$ cat src/rtl/qdt_pkg.sv
package qdt_pkg;

  typedef struct packed {
    logic       en;
    logic       periodic;
    logic [1:0] rate;
    logic       wide;
    logic       oneshot;
  } qdt_ctrl_t;

  typedef enum logic [1:0] {
    CH_LOAD  = 2'd0,
    CH_VALUE = 2'd1,
    CH_CTRL  = 2'd2,
    CH_BG    = 2'd3
  } qdt_ch_reg_e;

  typedef enum logic [1:0] {
    SH_MASK  = 2'd0,
    SH_RAW   = 2'd1,
    SH_MIS   = 2'd2,
    SH_CLR   = 2'd3
  } qdt_sh_reg_e;

  function automatic qdt_ctrl_t qdt_decode(input logic [7:0] b);
    qdt_ctrl_t c;
    c.en       = b[7];
    c.periodic = b[6];
    c.rate     = b[3:2];
    c.wide     = b[1];
    c.oneshot  = b[0];
    return c;
  endfunction

endpackage

$ cat src/rtl/qdt_prescaler.sv
module qdt_prescaler #(
  parameter int PRESC_W  = 8,
  parameter int MID_BITS = 4
) (
  input  logic       clk,
  input  logic       rst_n,
  input  logic       run,
  input  logic       restart,
  input  logic [1:0] rate,
  output logic       tick
);

  logic [PRESC_W-1:0] pcnt_q;
  logic               phase_hit;

  always_ff @(posedge clk or negedge rst_n) begin
    if (!rst_n)       pcnt_q <= '0;
    else if (restart) pcnt_q <= '0;
    else if (run)     pcnt_q <= pcnt_q + 1'b1;
  end

  always_comb begin
    unique case (rate)
      2'b00:   phase_hit = 1'b1;
      2'b01:   phase_hit = &pcnt_q[MID_BITS-1:0];
      default: phase_hit = &pcnt_q;
    endcase
  end

  assign tick = run && !restart && phase_hit;

  // a restart cycle never produces a step
  a_r8_no_tick_on_restart: assert property (@(posedge clk) disable iff (!rst_n)
    restart |-> !tick);

endmodule

$ cat src/rtl/qdt_channel.sv
module qdt_channel
  import qdt_pkg::*;
#(
  parameter int CNT_W   = 32,
  parameter int PRESC_W = 8
) (
  input  logic             clk,
  input  logic             rst_n,
  input  logic             wr_load,
  input  logic             wr_ctrl,
  input  logic             wr_bg,
  input  logic [CNT_W-1:0] wdata,
  output logic [CNT_W-1:0] load_val,
  output logic [CNT_W-1:0] bg_val,
  output logic [7:0]       ctrl_val,
  output logic [CNT_W-1:0] live_val,
  output logic             underflow
);

  localparam int HALF_W = CNT_W / 2;

  logic [CNT_W-1:0] cnt_q, load_q, bg_q, wmask, cnt_eff;
  logic [7:0]       ctrl_q;
  logic             done_q, tick, at_zero;
  qdt_ctrl_t        ctl;

  assign ctl     = qdt_decode(ctrl_q);
  assign wmask   = ctl.wide ? {CNT_W{1'b1}} : {{(CNT_W-HALF_W){1'b0}}, {HALF_W{1'b1}}};
  assign cnt_eff = cnt_q & wmask;
  assign at_zero = (cnt_eff == '0);

  qdt_prescaler #(.PRESC_W(PRESC_W), .MID_BITS(PRESC_W/2)) u_presc (
    .clk     (clk),
    .rst_n   (rst_n),
    .run     (ctl.en),
    .restart (wr_load || wr_ctrl),
    .rate    (ctl.rate),
    .tick    (tick)
  );

  assign underflow = tick && at_zero && !wr_load && !(ctl.oneshot && done_q);

  always_ff @(posedge clk or negedge rst_n) begin
    if (!rst_n) begin
      cnt_q  <= '0;
      load_q <= '0;
      bg_q   <= '0;
      ctrl_q <= '0;
      done_q <= 1'b0;
    end else begin
      if (wr_ctrl) ctrl_q <= wdata[7:0];
      if (wr_load) begin
        load_q <= wdata;
        bg_q   <= wdata;
        cnt_q  <= wdata & wmask;
        done_q <= 1'b0;
      end else begin
        if (wr_bg) bg_q <= wdata;
        if (tick) begin
          if (!at_zero)        cnt_q <= (cnt_eff - 1'b1) & wmask;
          else if (ctl.oneshot) cnt_q <= '0;
          else if (ctl.periodic) cnt_q <= bg_q & wmask;
          else                  cnt_q <= wmask;
        end
        if (underflow && ctl.oneshot) done_q <= 1'b1;
      end
    end
  end

  assign load_val = load_q;
  assign bg_val   = bg_q;
  assign ctrl_val = ctrl_q;
  assign live_val = cnt_eff;

  // a disabled channel keeps its count
  a_r9_hold_when_off: assert property (@(posedge clk) disable iff (!rst_n)
    (!ctl.en && !wr_load) |=> $stable(cnt_q));

  // a spent one-shot stays at zero and stays quiet
  a_r7_oneshot_rest: assert property (@(posedge clk) disable iff (!rst_n)
    (ctl.oneshot && done_q && at_zero && !wr_load && !wr_ctrl) |=> (at_zero && !underflow));

  // free-running underflow reloads all ones of the width
  a_r5_freerun_reload: assert property (@(posedge clk) disable iff (!rst_n)
    (underflow && !ctl.periodic && !ctl.oneshot) |=> (cnt_eff == wmask));

endmodule

$ cat src/rtl/qdt_irq.sv
module qdt_irq #(
  parameter int NUM_CH = 4
) (
  input  logic              clk,
  input  logic              rst_n,
  input  logic [NUM_CH-1:0] uf,
  input  logic              wr_mask,
  input  logic              wr_clr,
  input  logic [NUM_CH-1:0] wdata,
  output logic [NUM_CH-1:0] raw,
  output logic [NUM_CH-1:0] mask,
  output logic [NUM_CH-1:0] masked,
  output logic              irq
);

  logic [NUM_CH-1:0] raw_q, mask_q, clr_vec;

  assign clr_vec = wr_clr ? wdata : '0;

  always_ff @(posedge clk or negedge rst_n) begin
    if (!rst_n) begin
      raw_q  <= '0;
      mask_q <= '0;
    end else begin
      raw_q <= (raw_q & ~clr_vec) | uf;
      if (wr_mask) mask_q <= wdata;
    end
  end

  assign raw    = raw_q;
  assign mask   = mask_q;
  assign masked = raw_q & mask_q;
  assign irq    = |masked;

  // an underflow always leaves its raw bit set, even against a clear
  a_r10_set_wins: assert property (@(posedge clk) disable iff (!rst_n)
    (|uf) |=> ((raw_q & $past(uf)) == $past(uf)));

  // a clear with no competing underflow empties the bit
  a_r10_clear_takes: assert property (@(posedge clk) disable iff (!rst_n)
    (wr_clr && ((wdata & ~uf) != '0)) |=> ((raw_q & $past(wdata & ~uf)) == '0));

endmodule

$ cat src/rtl/quad_downcount_timer.sv
module quad_downcount_timer
  import qdt_pkg::*;
#(
  parameter int NUM_CH  = 4,
  parameter int ADDR_W  = 8,
  parameter int DATA_W  = 32,
  parameter int PRESC_W = 8
) (
  input  logic              clk,
  input  logic              rst_n,
  input  logic [ADDR_W-1:0] bus_addr,
  input  logic [DATA_W-1:0] bus_wdata,
  input  logic              bus_we,
  output logic [DATA_W-1:0] bus_rdata,
  output logic              irq_out
);

  localparam int REGION_W = ADDR_W - 4;

  logic [REGION_W-1:0] region;
  logic [1:0]          sel;
  logic                sh_hit;
  logic [NUM_CH-1:0]   uf, raw, mask, masked;
  logic [DATA_W-1:0]   load_v [NUM_CH];
  logic [DATA_W-1:0]   bg_v   [NUM_CH];
  logic [DATA_W-1:0]   live_v [NUM_CH];
  logic [7:0]          ctrl_v [NUM_CH];

  assign region = bus_addr[ADDR_W-1:4];
  assign sel    = bus_addr[3:2];
  assign sh_hit = (region == '0);

  generate
    for (genvar n = 0; n < NUM_CH; n++) begin : g_ch
      logic hit;
      assign hit = (region == REGION_W'(n + 1));
      qdt_channel #(.CNT_W(DATA_W), .PRESC_W(PRESC_W)) u_ch (
        .clk       (clk),
        .rst_n     (rst_n),
        .wr_load   (bus_we && hit && sel == CH_LOAD),
        .wr_ctrl   (bus_we && hit && sel == CH_CTRL),
        .wr_bg     (bus_we && hit && sel == CH_BG),
        .wdata     (bus_wdata),
        .load_val  (load_v[n]),
        .bg_val    (bg_v[n]),
        .ctrl_val  (ctrl_v[n]),
        .live_val  (live_v[n]),
        .underflow (uf[n])
      );
    end
  endgenerate

  qdt_irq #(.NUM_CH(NUM_CH)) u_irq (
    .clk     (clk),
    .rst_n   (rst_n),
    .uf      (uf),
    .wr_mask (bus_we && sh_hit && sel == SH_MASK),
    .wr_clr  (bus_we && sh_hit && sel == SH_CLR),
    .wdata   (bus_wdata[NUM_CH-1:0]),
    .raw     (raw),
    .mask    (mask),
    .masked  (masked),
    .irq     (irq_out)
  );

  always_comb begin
    bus_rdata = '0;
    if (sh_hit) begin
      unique case (sel)
        SH_MASK: bus_rdata = DATA_W'(mask);
        SH_RAW:  bus_rdata = DATA_W'(raw);
        SH_MIS:  bus_rdata = DATA_W'(masked);
        default: bus_rdata = '0;
      endcase
    end
    for (int n = 0; n < NUM_CH; n++) begin
      if (region == REGION_W'(n + 1)) begin
        unique case (sel)
          CH_LOAD:  bus_rdata = load_v[n];
          CH_VALUE: bus_rdata = live_v[n];
          CH_CTRL:  bus_rdata = DATA_W'(ctrl_v[n]);
          default:  bus_rdata = bg_v[n];
        endcase
      end
    end
  end

  // the interrupt pin follows the masked status
  a_r11_irq_needs_mask: assert property (@(posedge clk) disable iff (!rst_n)
    irq_out |-> ((raw & mask) != '0));

endmodule

$ cat config.mk
export PLATFORM = sky130hd
export DESIGN_NAME = quad_downcount_timer
export DESIGN_NICKNAME = d
export VERILOG_FILES = /design/src/rtl/qdt_pkg.sv /design/src/rtl/qdt_prescaler.sv /design/src/rtl/qdt_channel.sv /design/src/rtl/qdt_irq.sv /design/src/rtl/quad_downcount_timer.sv
export SDC_FILE = /design/constraint.sdc
export NUM_CORES = 1
export LEC_CHECK = 0
export BUFFER_PORTS_ARGS = -buffer_cell sky130_fd_sc_hd__clkbuf_2
export CORE_ASPECT_RATIO = 1.2
export CORE_UTILIZATION = 57
export CTS_CLUSTER_DIAMETER = 50
export DETAILED_ROUTE_END_ITERATION = 10
export PLACE_DENSITY = 0.74
export SLEW_MARGIN = 5
export SYNTH_ARGS = -nofsm -noshare
export SYNTH_HDL_FRONTEND = slang
export SYNTH_SLANG_ARGS = --single-unit
$ cat constraint.sdc
create_clock -name clk -period 3.2 [get_ports clk]
set_input_delay 0.16 -clock clk [delete_from_list [all_inputs] [get_ports clk]]
set_output_delay 0.16 -clock clk [all_outputs]
set_load 0.01 [all_outputs]
Yosys cells after proc, flatten, opt, wreduce, memory -nomap -nowiden
Index checks and enable logic that the tools add are counted.
- bits of input ports: 43
- logic and storage cells: 226
- output and inout port bits: 33
- flip-flop bits (word level): 460
- equality and inequality tests: 11
- add/subtract/negate cells: 8
- multiplexer cells: 63
- bitwise gates (word level): 20
- reductions and logical operators: 98
- operators by type and width (cell ; number):
    $mux W32 ; 36
    $and A32 B32 Y32 ; 16
    $pmux W32 S3 ; 4
    $logic_not A32 Y1 ; 4
    $sub A32 B1 Y32 const B ; 4
    $mux W8 ; 8
    $logic_and A1 B1 Y1 ; 47
    $add A8 B1 Y8 const B ; 4
    $reduce_and A8 Y1 ; 4
    $reduce_bool A2 Y1 ; 16
    $reduce_and A4 Y1 ; 4
    $logic_not A1 Y1 ; 12
    $pmux W4 S3 ; 1
    $eq A2 B1 Y1 const B ; 5
    $logic_not A2 Y1 ; 5
    $and A4 B4 Y4 ; 2
    $eq A4 B2 Y1 const B ; 2
    $mux W1 ; 8
    $mux W4 ; 2
    $pmux W1 S2 ; 4
    $eq A2 B2 Y1 const B ; 2
    $eq A4 B1 Y1 const B ; 1
    $eq A4 B3 Y1 const B ; 1
    $logic_not A4 Y1 ; 1
    4 further kinds ; 7

Depth between registers and ports, before layout
Gate-level depths: netlist (run 1).
- word-level depth: 13
- depth in mapped cells: 10
- mapped depth without buffers: 8

Hierarchy
Synthesis (run 1) repeated with hierarchy kept, for this count alone.
- cell total of the unflattened synthesis: 2742
- area, all modules: 28050.7 sq um
- modules (own cells, without submodules) (module ; seq. area each (sq um) ; area an instance (sq um) ; cells an instance ; times used):
    qdt_channel at g_ch[2].u_ch ... ; 2627.5 ; 5615.4 ; 514 ; 2
    qdt_channel at g_ch[0].u_ch ... ; 2627.5 ; 5489.0 ; 514 ; 2
    quad_downcount_timer ; 0.0 ; 3881.2 ; 497 ; 1
    qdt_prescaler ; 200.2 ; 407.9 ; 41 ; 4
    qdt_irq ; 200.2 ; 329.1 ; 25 ; 1

Worst setup path after synthesis (run 1)
Ideal clock, no wire load.
- path kind: register to register
- start point: register g_ch[3].u_ch.cnt_q[7]
- end point: register g_ch[3].u_ch.cnt_q[25]
- required time: 3076 ps
- buffers on the path: 2
- setup time: 124 ps
- setup slack: 497 ps
- arrival time: 2579 ps
- clock period less this slack: 2703 ps
- cell stages (with the launch flop): 9
- path through: dfrtp_1 or4_1 clkbuf_1 or4_1 clkbuf_1 or4_1 xor2_1 nor2_1 o31a_1
- longest elaborated chain between the ends: 6
- elaborated cells between the ends (all ways): 7
- those cells by class: 1 x add/sub; 3 x mux; 2 x bitwise; 1 x reduce/logical
- ends and longest elaborated chain (item ; RTL line ; source):
    from (decl) ; qdt_channel.sv:22 ; logic [CNT_W-1:0] cnt_q, load_q, bg_q, wmask, cnt_eff;
    from (signal assigned) ; qdt_channel.sv:55 ; cnt_q <= wdata & wmask;
    from (signal assigned) ; qdt_channel.sv:60 ; if (!at_zero) cnt_q <= (cnt_eff - 1'b1) & wmask;
    from (signal assigned) ; qdt_channel.sv:62 ; else if (ctl.periodic) cnt_q <= bg_q & wmask;
    $and A32 B32 Y32 * ; qdt_channel.sv:29 ; assign cnt_eff = cnt_q & wmask;
    $sub A32 B1 Y32 ; qdt_channel.sv:60 ;
    $and A32 B32 Y32 ; qdt_channel.sv:60 ;
    $mux W32 * ; qdt_channel.sv:60 ;
    $mux W32 * ; qdt_channel.sv:59 ; if (tick) begin
    $mux W32 * ; qdt_channel.sv:52 ; if (wr_load) begin
Mark *: on every way between the ends. The rest lies on a longest branch, timed or not. The select of a mux whose other input is x is not followed.
A chain may end at the register's enable or synchronous reset.

Worst setup path after layout (run 1)
- start point: register g_ch[0].u_ch.ctrl_q[1]
- end point: output port bus_rdata[17]
- longest elaborated chain between the ends: 7
- ends and longest elaborated chain (item ; RTL line ; source):
    from (decl) ; qdt_channel.sv:23 ; logic [7:0] ctrl_q;
    from (signal assigned) ; qdt_channel.sv:51 ; if (wr_ctrl) ctrl_q <= wdata[7:0];
    $mux W32 ; qdt_channel.sv:28 ; assign wmask = ctl.wide ? {CNT_W{1'b1}} : {{(CNT_W-HALF_W){1'b0}}, {HALF_W{1'b1}}};
    $and A32 B32 Y32 ; qdt_channel.sv:29 ;
    $pmux W32 S3 ; quad_downcount_timer.sv:78 ; unique case (sel)
    $mux W32 (4 in series) ; quad_downcount_timer.sv:77 ; if (region == REGION_W'(n + 1)) begin
    to (decl) ; quad_downcount_timer.sv:14 ; output logic [DATA_W-1:0] bus_rdata,
Every way passes these cells.

==> impl_table.tex, run 1 <==
\begin{tabular}{lr}
\hline
Metric & Value \\
\hline
\multicolumn{2}{l}{\textbf{Run status}} \\
\quad Outcome & completed \\
\multicolumn{2}{l}{\textbf{Critical path}} \\
\quad RR Endpoint & g\_ch[0].u\_ch.cnt\_q[18]\$\_DFFE\_PN0P\_ \\
\quad FF-to-FF setup slack & 0.24 ns \\
\quad FF-to-FF Start & g\_ch[0].u\_ch.cnt\_q[11]\$\_DFFE\_PN0P\_ \\
\quad Buf/Inv on CP & 2 \\
\quad Count of cells along the worst register-to-register path & 7 \\
\quad Ordered list of cells on the worst path & buf\_4, a31oi\_1, o21ai\_0, a22oi\_1, o22ai\_1, clkbuf\_2 \\
\quad Startpoint kind of the worst setup timing path & register \\
\quad Slowest library cell on the worst path & sky130\_fd\_sc\_hd\_\_dfrtp\_1 \\
\quad Required time of the critical path & 3.04 ns \\
\quad Category of the worst setup path capture point & primary output \\
\quad Critical path class & register to primary output \\
\quad Family with the most delay on the worst path & compound AO/OA/AOI/OAI gates \\
\quad CP arrival & 2.97 ns \\
\quad Maximum fanout encountered on the critical timing path & 20 \\
\quad Largest stage delay, worst path & 0.60 ns \\
\multicolumn{2}{l}{\textbf{Route}} \\
\quad \# DRC & 0 \\
\quad Total wire length after detailed routing & 98.5 mm \\
\quad DRC marker count from the first detailed-route iteration & 2,931 \\
\quad DR pass1 iterations & 6 \\
\quad Total number of vias & 25.1k \\
\quad Detailed-route wire length per cell & 26.5 um \\
\quad Via/cell ratio & 6.74 \\
\quad Detail Route Antenna Nets & 0 \\
\multicolumn{2}{l}{\textbf{Synth}} \\
\quad Async S/R FF share, synth & 100\% \\
\quad Top FF cell, synth & sky130\_fd\_sc\_hd\_\_dfrtp\_1 \\
\quad Top cell type by total area after synthesis & sky130\_fd\_sc\_hd\_\_dfrtp\_1 \\
\quad Net Count, Synth & 3,128 \\
\quad Count of unique library cells instantiated by Yosys & 87 \\
\quad Synth Cell Area & 27,300 sq um \\
\quad Warnings from Yosys & 0 \\
\quad Flops \& latches, synth & 460 \\
\quad Count of flip-flops with a built-in enable after synthesis & 0 \\
\quad Per-instance average area after synthesis & 8.87 sq um \\
\quad Seq/Total Area, Yosys & 42.2\% \\
\quad Top cells by area in the synthesized netlist & sky130\_fd\_sc\_hd\_\_dfrtp\_1 (42\%), sky130\_fd\_sc\_hd\_\_nand2\_1 (7.6\%), sky130\_fd\_sc\_hd\_\_mux2\_2 (6.4\%) \\
\quad Synthesized instance count & 3,073 \\
\quad Share of the synthesized area in the top cell type & 42.2\% \\
\multicolumn{2}{l}{\textbf{Min path}} \\
\quad Min-Delay Startpoint & bus\_wdata[13] \\
\quad Terminating pin of the worst hold path & g\_ch[1].u\_ch.load\_val[13]\$\_DFFE\_PN0P\_ \\
\quad Type of the worst min-delay path & primary input to register \\
\quad Worst hold path stage count & 3 \\
\multicolumn{2}{l}{\textbf{STA}} \\
\quad Least-Margin Pin Slew & 1.19 ns \\
\quad Summed negative setup slack over all endpoints & 0 ns \\
\quad Highest achievable clock rate & 0.319 GHz \\
\quad Fin Clk Skew & 0.0183 ns \\
\quad Count of endpoints failing setup in the final report & 0 \\
\quad Hold slack & 0.0466 ns \\
\quad Tightest slew margin relative to the limit & 20.5\% \\
\quad Hold Violations, Final & 0 \\
\quad Final Max Tran Viols & 0 \\
\quad Final critical-path share of the clock period & 97.9\% \\
\quad Setup repair after global routing missed its margin & no \\
\quad Minimum clock period after layout & 3.13 ns \\
\multicolumn{2}{l}{\textbf{Final layout}} \\
\quad Total number of nets in the final design & 3,115 \\
\quad Fraction of final layout cells with drive strength greater than 1 & 16.6\% \\
\quad Final core occ & 64.5\% \\
\quad Area growth from synthesis to layout & 11.6\% \\
\quad Layout fillers & 3,907 \\
\quad Count of placed standard cells in the final layout, fillers left out & 3,721 \\
\multicolumn{2}{l}{\textbf{Floorplan}} \\
\quad Core outline area & 47,100 sq um \\
\quad Number of primary I/O pins & 76 \\
\quad Row Count & 87 \\
\quad Die Ht & 242 um \\
\quad Starting density of the core & 57.8\% \\
\quad Die boundary width & 202 um \\
\quad Die Area & 48,700 sq um \\
\multicolumn{2}{l}{\textbf{Clocking}} \\
\quad Clock tree root buffer cell & sky130\_fd\_sc\_hd\_\_clkbuf\_16 \\
\quad H-Tree Level Count & 2 \\
\quad Quantity of hold-fixing buffers added after cts & 2 \\
\quad CTS buffer count & 51 \\
\quad Number of buffers on the longest clock path & 3 \\
\quad CTS tree & yes \\
\quad Number of instances resized during post-cts repair & 0 \\
\quad Clk\_lat worst skew & 0.61 ns \\
\quad Post-CTS repair timing setup buffer count & 0 \\
\quad Number of sinks handled by clock tree synthesis & 460 \\
\quad Clock transition at the registers of the reported paths & 0.06 ns \\
\multicolumn{2}{l}{\textbf{Placed design}} \\
\quad Placed wire-length estimate after detailed placement & 66.2 mm \\
\quad Last weighted congestion value of the routability-driven placer & 1.01 \\
\quad Port buffer count & 73 \\
\quad Number of placed instances with taps included & 3,628 \\
\multicolumn{2}{l}{\textbf{GRT}} \\
\quad Vias in the first global route & 24.5k \\
\quad First-pass GRT wire length & 151 mm \\
\quad Largest net degree at the start of global routing & 100 \\
\quad GRT Resource Usage Total & 40.8\% \\
\quad Antenna violations before repair & 3 \\
\quad GR Overflow Total & 0 \\
\multicolumn{2}{l}{\textbf{Power}} \\
\quad Leakage power & 0.0134 uW \\
\quad Power per unit of standard cell area & 759 nW/um\^{}2 \\
\quad Worst-case vdd ir drop & 0.000612 V \\
\multicolumn{2}{l}{\textbf{Job}} \\
\quad Max Cap Viol & 0 \\
\hline
\end{tabular}
## routing by layer
| metal | global-route usage (%) | part of all wire [%] |
|---|---|---|
| met3 | 9.91 | 10 |
| met4 | 26.1 | 7.4 |
| met1 | 54.0 | 39 |
| met5 | 0 | 0 |
| met2 | 60.1 | 44 |
## worst max-delay path by stage
stage,start,endpoint,depth (start not counted)
4_1_cts,g_ch[0].u_ch.cnt_q[11]$_DFFE_PN0P_,g_ch[0].u_ch.cnt_q[18]$_DFFE_PN0P_,7
3_5_place_dp,g_ch[0].u_ch.cnt_q[11]$_DFFE_PN0P_,g_ch[0].u_ch.cnt_q[18]$_DFFE_PN0P_,7
6_report,g_ch[0].u_ch.ctrl_val[1]$_DFFE_PN0P_,bus_rdata[17],6
5_1_grt,g_ch[0].u_ch.ctrl_val[1]$_DFFE_PN0P_,bus_rdata[17],6
3_3_place_gp,g_ch[0].u_ch.cnt_q[10]$_DFFE_PN0P_,g_ch[0].u_ch.cnt_q[18]$_DFFE_PN0P_,7
2_1_floorplan,g_ch[3].u_ch.cnt_q[7]$_DFFE_PN0P_,g_ch[3].u_ch.cnt_q[25]$_DFFE_PN0P_,8
## cell type report
type | instances | area [sq um] | share of cell area, %
Antenna cell | 1 | 2.50 | 0.00823
Clock buffer | 69 | 1460 | 4.81
Clock inverter | 21 | 295 | 0.971
Inverter | 44 | 165 | 0.543
Multi-Input combinational cell | 2299 | 14600 | 48.0
Sequential cell | 460 | 11500 | 37.9
Tap cell | 623 | 779 | 2.56
Timing Repair Buffer | 204 | 1590 | 5.21
## cell families (layout without fill, tap and decap cells)
logic type | after synthesis | after routing | synth area share (%)
and+or+nand+nor | 1163 | 1163 | 20.1
AOI/OAI and AO/OA | 777 | 777 | 18.4
DFF | 460 | 460 | 42.2
buffers and inverters | 314 | 338 | 4.41
muxes | 234 | 234 | 10.7
xor gates and xnor gates | 113 | 113 | 3.63
adders and majority gates | 12 | 12 | 0.551
other | 0 | 1 | 0
## through the flow
step | worst slack (ns) | area [sq um] | total power [uW]
after floorplan | 0.497 | 27300 | 14000
after global placement | 0.332 | 28600 | 16300
after detailed placement | 0.266 | 28600 | 16600
after CTS | 0.236 | 30400 | 22900
after global routing | 0.0371 | 30400 | 24300
final | 0.0666 | 30400 | 23100
## cells in the mapped netlist, types with 20 or more instances
cell	n
sky130_fd_sc_hd__nand2_1	549
sky130_fd_sc_hd__dfrtp_1	460
sky130_fd_sc_hd__clkbuf_1	228
sky130_fd_sc_hd__o21ai_0	187
sky130_fd_sc_hd__nor2_1	184
sky130_fd_sc_hd__a21oi_1	162
sky130_fd_sc_hd__mux2_2	156
sky130_fd_sc_hd__nand3_1	83
sky130_fd_sc_hd__a22oi_1	80
sky130_fd_sc_hd__xnor2_1	60
sky130_fd_sc_hd__a31oi_1	56
sky130_fd_sc_hd__xor2_1	53
sky130_fd_sc_hd__nor2b_1	49
sky130_fd_sc_hd__nor3_1	49
sky130_fd_sc_hd__mux2i_1	48
sky130_fd_sc_hd__a211oi_1	41
sky130_fd_sc_hd__inv_1	41
sky130_fd_sc_hd__nand2b_1	41
sky130_fd_sc_hd__nand4_1	37
sky130_fd_sc_hd__buf_1	35
sky130_fd_sc_hd__o211ai_1	33
sky130_fd_sc_hd__and3_1	32
sky130_fd_sc_hd__mux4_2	30
sky130_fd_sc_hd__o22ai_1	30
sky130_fd_sc_hd__nor4_1	26
sky130_fd_sc_hd__or4_1	24
sky130_fd_sc_hd__or3_1	22
sky130_fd_sc_hd__o31ai_1	21
sky130_fd_sc_hd__o21ai_1	20
## state kept, by name, indices dropped and copies added (netlist names)
signal,flops
g_ch.u_ch.bg_val,128
g_ch.u_ch.cnt_q,128
g_ch.u_ch.load_val,128
g_ch.u_ch.ctrl_val,32
g_ch.u_ch.u_presc.pcnt_q,32
g_ch.u_ch.done_q,4
u_irq.mask,4
u_irq.raw,4
## cell usage in the layout (no fill, tap or decap), drive strengths merged, types with 56 or more instances in the layout
master | netlist | final
nand3 | 83 | 83
a31oi | 56 | 56
o21ai | 208 | 208
clkbuf | 228 | 139
a21oi | 162 | 162
nor2 | 185 | 185
mux2 | 156 | 156
a22oi | 81 | 81
buf | 42 | 132
dfrtp | 460 | 460
xnor2 | 60 | 60
nand2 | 549 | 549
## where the power goes
group / switching (uW) / leakage [uW] / total [uW] / internal, uW
combinational: 4410 / 0.00661 / 7650 / 3240
clock: 2540 / 0.000860 / 6240 / 3700
sequential: 1920 / 0.00598 / 9180 / 7260
## worst reg2reg max path, stage by stage, from the launching register on
cell                      delay [ns]
sky130_fd_sc_hd__dfrtp_1        0.45
sky130_fd_sc_hd__or4_4          0.59
sky130_fd_sc_hd__or4b_4         0.50
sky130_fd_sc_hd__buf_4          0.19
sky130_fd_sc_hd__nor3_2         0.13
sky130_fd_sc_hd__nand2_1        0.38
sky130_fd_sc_hd__o41ai_1        0.45
sky130_fd_sc_hd__a221o_1        0.19
No activity file was read; power rests on OpenSTA's default activity.
==> inputs of run 2 (changes only) <==
--- a/config.mk
+++ b/config.mk
@@ -7,6 +7,7 @@
 export LEC_CHECK = 0
 export BUFFER_PORTS_ARGS = -buffer_cell sky130_fd_sc_hd__clkbuf_2
 export CORE_ASPECT_RATIO = 1.2
+export CORE_MARGIN = 5
 export CORE_UTILIZATION = 57
 export CTS_CLUSTER_DIAMETER = 50
 export DETAILED_ROUTE_END_ITERATION = 10
==> impl_table.tex, run 2 (same netlist as run 1, synthesis figures left out) <==
\begin{tabular}{lr}
\hline
Metric & Value \\
\hline
\multicolumn{2}{l}{\textbf{Clocking}} \\
\quad Clk\_lat worst skew & 0.62 ns \\
\quad Clock tree root buffer cell & sky130\_fd\_sc\_hd\_\_clkbuf\_16 \\
\quad Post-CTS repair timing setup buffer count & 0 \\
\quad CTS buffer count & 53 \\
\quad Number of sinks handled by clock tree synthesis & 460 \\
\quad Clock transition at the registers of the reported paths & 0.06 ns \\
\quad Number of buffers on the longest clock path & 3 \\
\quad CTS tree & yes \\
\quad H-Tree Level Count & 2 \\
\multicolumn{2}{l}{\textbf{Power}} \\
\quad Worst-case vdd ir drop & 0.000593 V \\
\quad Power per unit of standard cell area & 763 nW/um\^{}2 \\
\quad Power Total & 23,300 uW \\
\quad Leakage power & 0.0135 uW \\
\multicolumn{2}{l}{\textbf{Critical path}} \\
\quad Maximum fanout encountered on the critical timing path & 17 \\
\quad CP arrival & 2.94 ns \\
\quad Ordered list of cells on the worst path & and2\_1, a21oi\_1, nor2\_1, a211oi\_1, o22ai\_1, clkbuf\_2 \\
\quad Buf/Inv on CP & 1 \\
\quad Number of gates on the worst path with buffers counted & 6 \\
\quad Slowest library cell on the worst path & sky130\_fd\_sc\_hd\_\_dfrtp\_1 \\
\quad Category of the worst setup path capture point & primary output \\
\quad Critical path class & register to primary output \\
\quad Required time of the critical path & 3.04 ns \\
\quad Startpoint kind of the worst setup timing path & register \\
\quad Largest stage delay, worst path & 0.79 ns \\
\quad Family with the most delay on the worst path & flip-flops \\
\quad Count of cells along the worst register-to-register path & 7 \\
\multicolumn{2}{l}{\textbf{Placed design}} \\
\quad Setup slack after placement & 0.228 ns \\
\quad Placed wire-length estimate after detailed placement & 67.9 mm \\
\quad Last weighted congestion value of the routability-driven placer & 0.966 \\
\quad Port buffer count & 73 \\
\multicolumn{2}{l}{\textbf{Final layout}} \\
\quad Fraction of final layout cells with drive strength greater than 1 & 16.8\% \\
\quad Commonest cells after routing, fill and taps aside & sky130\_fd\_sc\_hd\_\_nand2\_1 (549), sky130\_fd\_sc\_hd\_\_dfrtp\_1 (460), sky130\_fd\_sc\_hd\_\_o21ai\_0 (187) \\
\quad Total area of multi-input combinational cells & 14,600 sq um \\
\quad Most common cell after layout, fill and taps aside & sky130\_fd\_sc\_hd\_\_nand2\_1 \\
\quad Final core occ & 64.7\% \\
\quad Layout fillers & 3,951 \\
\quad Total number of nets in the final design & 3,134 \\
\quad Sequential cell area in the final layout & 11,500 sq um \\
\quad Area growth from synthesis to layout & 11.9\% \\
\multicolumn{2}{l}{\textbf{Floorplan}} \\
\quad Die Area & 52,300 sq um \\
\quad Die boundary width & 210 um \\
\quad Die Ht & 250 um \\
\quad Row Count & 87 \\
\quad Number of primary I/O pins & 76 \\
\quad Starting density of the core & 57.8\% \\
\quad Core outline area & 47,100 sq um \\
\multicolumn{2}{l}{\textbf{STA}} \\
\quad Highest achievable clock rate & 0.323 GHz \\
\quad Hold Violations, Final & 0 \\
\quad Final Max Tran Viols & 0 \\
\quad Minimum clock period after layout & 3.10 ns \\
\quad Setup repair after global routing missed its margin & no \\
\quad Least-Margin Pin Slew & 1.15 ns \\
\quad Fin Clk Skew & 0.0221 ns \\
\quad Tightest slew margin relative to the limit & 23.0\% \\
\quad Count of endpoints failing setup in the final report & 0 \\
\quad Worst setup slack after layout & 0.100 ns \\
\quad Summed negative setup slack over all endpoints & 0 ns \\
\quad Final critical-path share of the clock period & 96.9\% \\
\multicolumn{2}{l}{\textbf{GRT}} \\
\quad Vias in the first global route & 25.0k \\
\quad GR Overflow Total & 0 \\
\quad First-pass GRT wire length & 151 mm \\
\quad Antenna violations before repair & 7 \\
\quad Largest net degree at the start of global routing & 85 \\
\quad GRT Resource Usage Total & 36.7\% \\
\multicolumn{2}{l}{\textbf{Route}} \\
\quad Total number of vias & 25.2k \\
\quad Total wire length after detailed routing & 97.9 mm \\
\quad Uppermost layer routed & met5 \\
\quad Wl on met1 & 36.2 mm \\
\quad Length of routed met2 wiring & 45.9 mm \\
\quad DR pass1 iterations & 5 \\
\quad \# DRC & 0 \\
\quad DRC marker count from the first detailed-route iteration & 2,940 \\
\quad Detailed-route wire length per cell & 26.1 um \\
\quad Via/cell ratio & 6.73 \\
\quad Total met3 wirelength after detailed routing & 9.62 mm \\
\quad Detail Route Antenna Nets & 0 \\
\multicolumn{2}{l}{\textbf{Min path}} \\
\quad Type of the worst min-delay path & primary input to register \\
\quad Worst hold path stage count & 3 \\
\multicolumn{2}{l}{\textbf{Run status}} \\
\quad Outcome & completed \\
\multicolumn{2}{l}{\textbf{Job}} \\
\quad Max Cap Viol & 0 \\
\hline
\end{tabular}
-- run 2: routing by layer --
metal	track usage, %	vias to the layer above
met1	47.8	12392
met2	58.6	1415
met3	6.83	325
met5	0	-
met4	19.1	2
li1	-	11081
-- run 2: layout make-up --
cell class | count | share of cell area (%)
diodes | 4 | 0.0328
clock buffers | 74 | 4.87
clock inverters | 23 | 0.939
inverters | 44 | 0.542
multi-input cells | 2299 | 47.9
flip-flops and latches | 460 | 37.7
well taps | 623 | 2.56
repair buffers | 221 | 5.41
-- run 2: power by group --
part / leakage [uW] / internal, uW / switching (uW)
Sequential: 0.00598 / 7260 / 1860
Clock: 0.000851 / 3650 / 2610
Combinational: 0.00665 / 3300 / 4580
Total: 0.0135 / 14200 / 9050
-- run 2: stage by stage --
stage	hold WS, ns	std cells	cell area (sq um)
2_1_floorplan	-0.136	3073	27300
3_3_place_gp	0.203	3635	28600
3_5_place_dp	0.192	3635	28600
4_1_cts	0.00704	3744	30500
5_1_grt	0.0360	3748	30500
6_report	0.0490	3748	30500
-- run 2: worst paths after layout --
| kind | end | slack [ns] | startpoint |
|---|---|---|---|
| setup / recovery | bus_rdata[21] | 0.10 | g_ch[2].u_ch.ctrl_val[1]$_DFFE_PN0P_ |
| hold / removal | g_ch[1].u_ch.load_val[5]$_DFFE_PN0P_ | 0.05 | bus_wdata[5] |
| setup reg to reg | g_ch[0].u_ch.cnt_q[18]$_DFFE_PN0P_ | 0.17 | g_ch[0].u_ch.cnt_q[11]$_DFFE_PN0P_ |
| hold reg to reg | g_ch[2].u_ch.load_val[18]$_DFFE_PN0P_ | 0.47 | g_ch[2].u_ch.load_val[18]$_DFFE_PN0P_ |
| max in group asynchronous | g_ch[3].u_ch.cnt_q[17]$_DFFE_PN0P_ | 2.10 | rst_n |
| min in group asynchronous | g_ch[1].u_ch.cnt_q[2]$_DFFE_PN0P_ | 0.10 | rst_n |
-- run 2: worst reg2reg max path: stages (launching register included) --
cell,delay (ns)
sky130_fd_sc_hd__dfrtp_1,0.45
sky130_fd_sc_hd__or4_4,0.59
sky130_fd_sc_hd__or4b_4,0.51
sky130_fd_sc_hd__buf_4,0.20
sky130_fd_sc_hd__nor3_2,0.14
sky130_fd_sc_hd__nand2_1,0.39
sky130_fd_sc_hd__o41ai_1,0.48
sky130_fd_sc_hd__a221o_1,0.21
-- run 2: what timing repair did --
| item | CTS | global route |
|---|---|---|
| resized for setup | 0 | 0 |
| endpoints found under the hold margin | 98 | 0 |
| hold buffers | 12 | 0 |
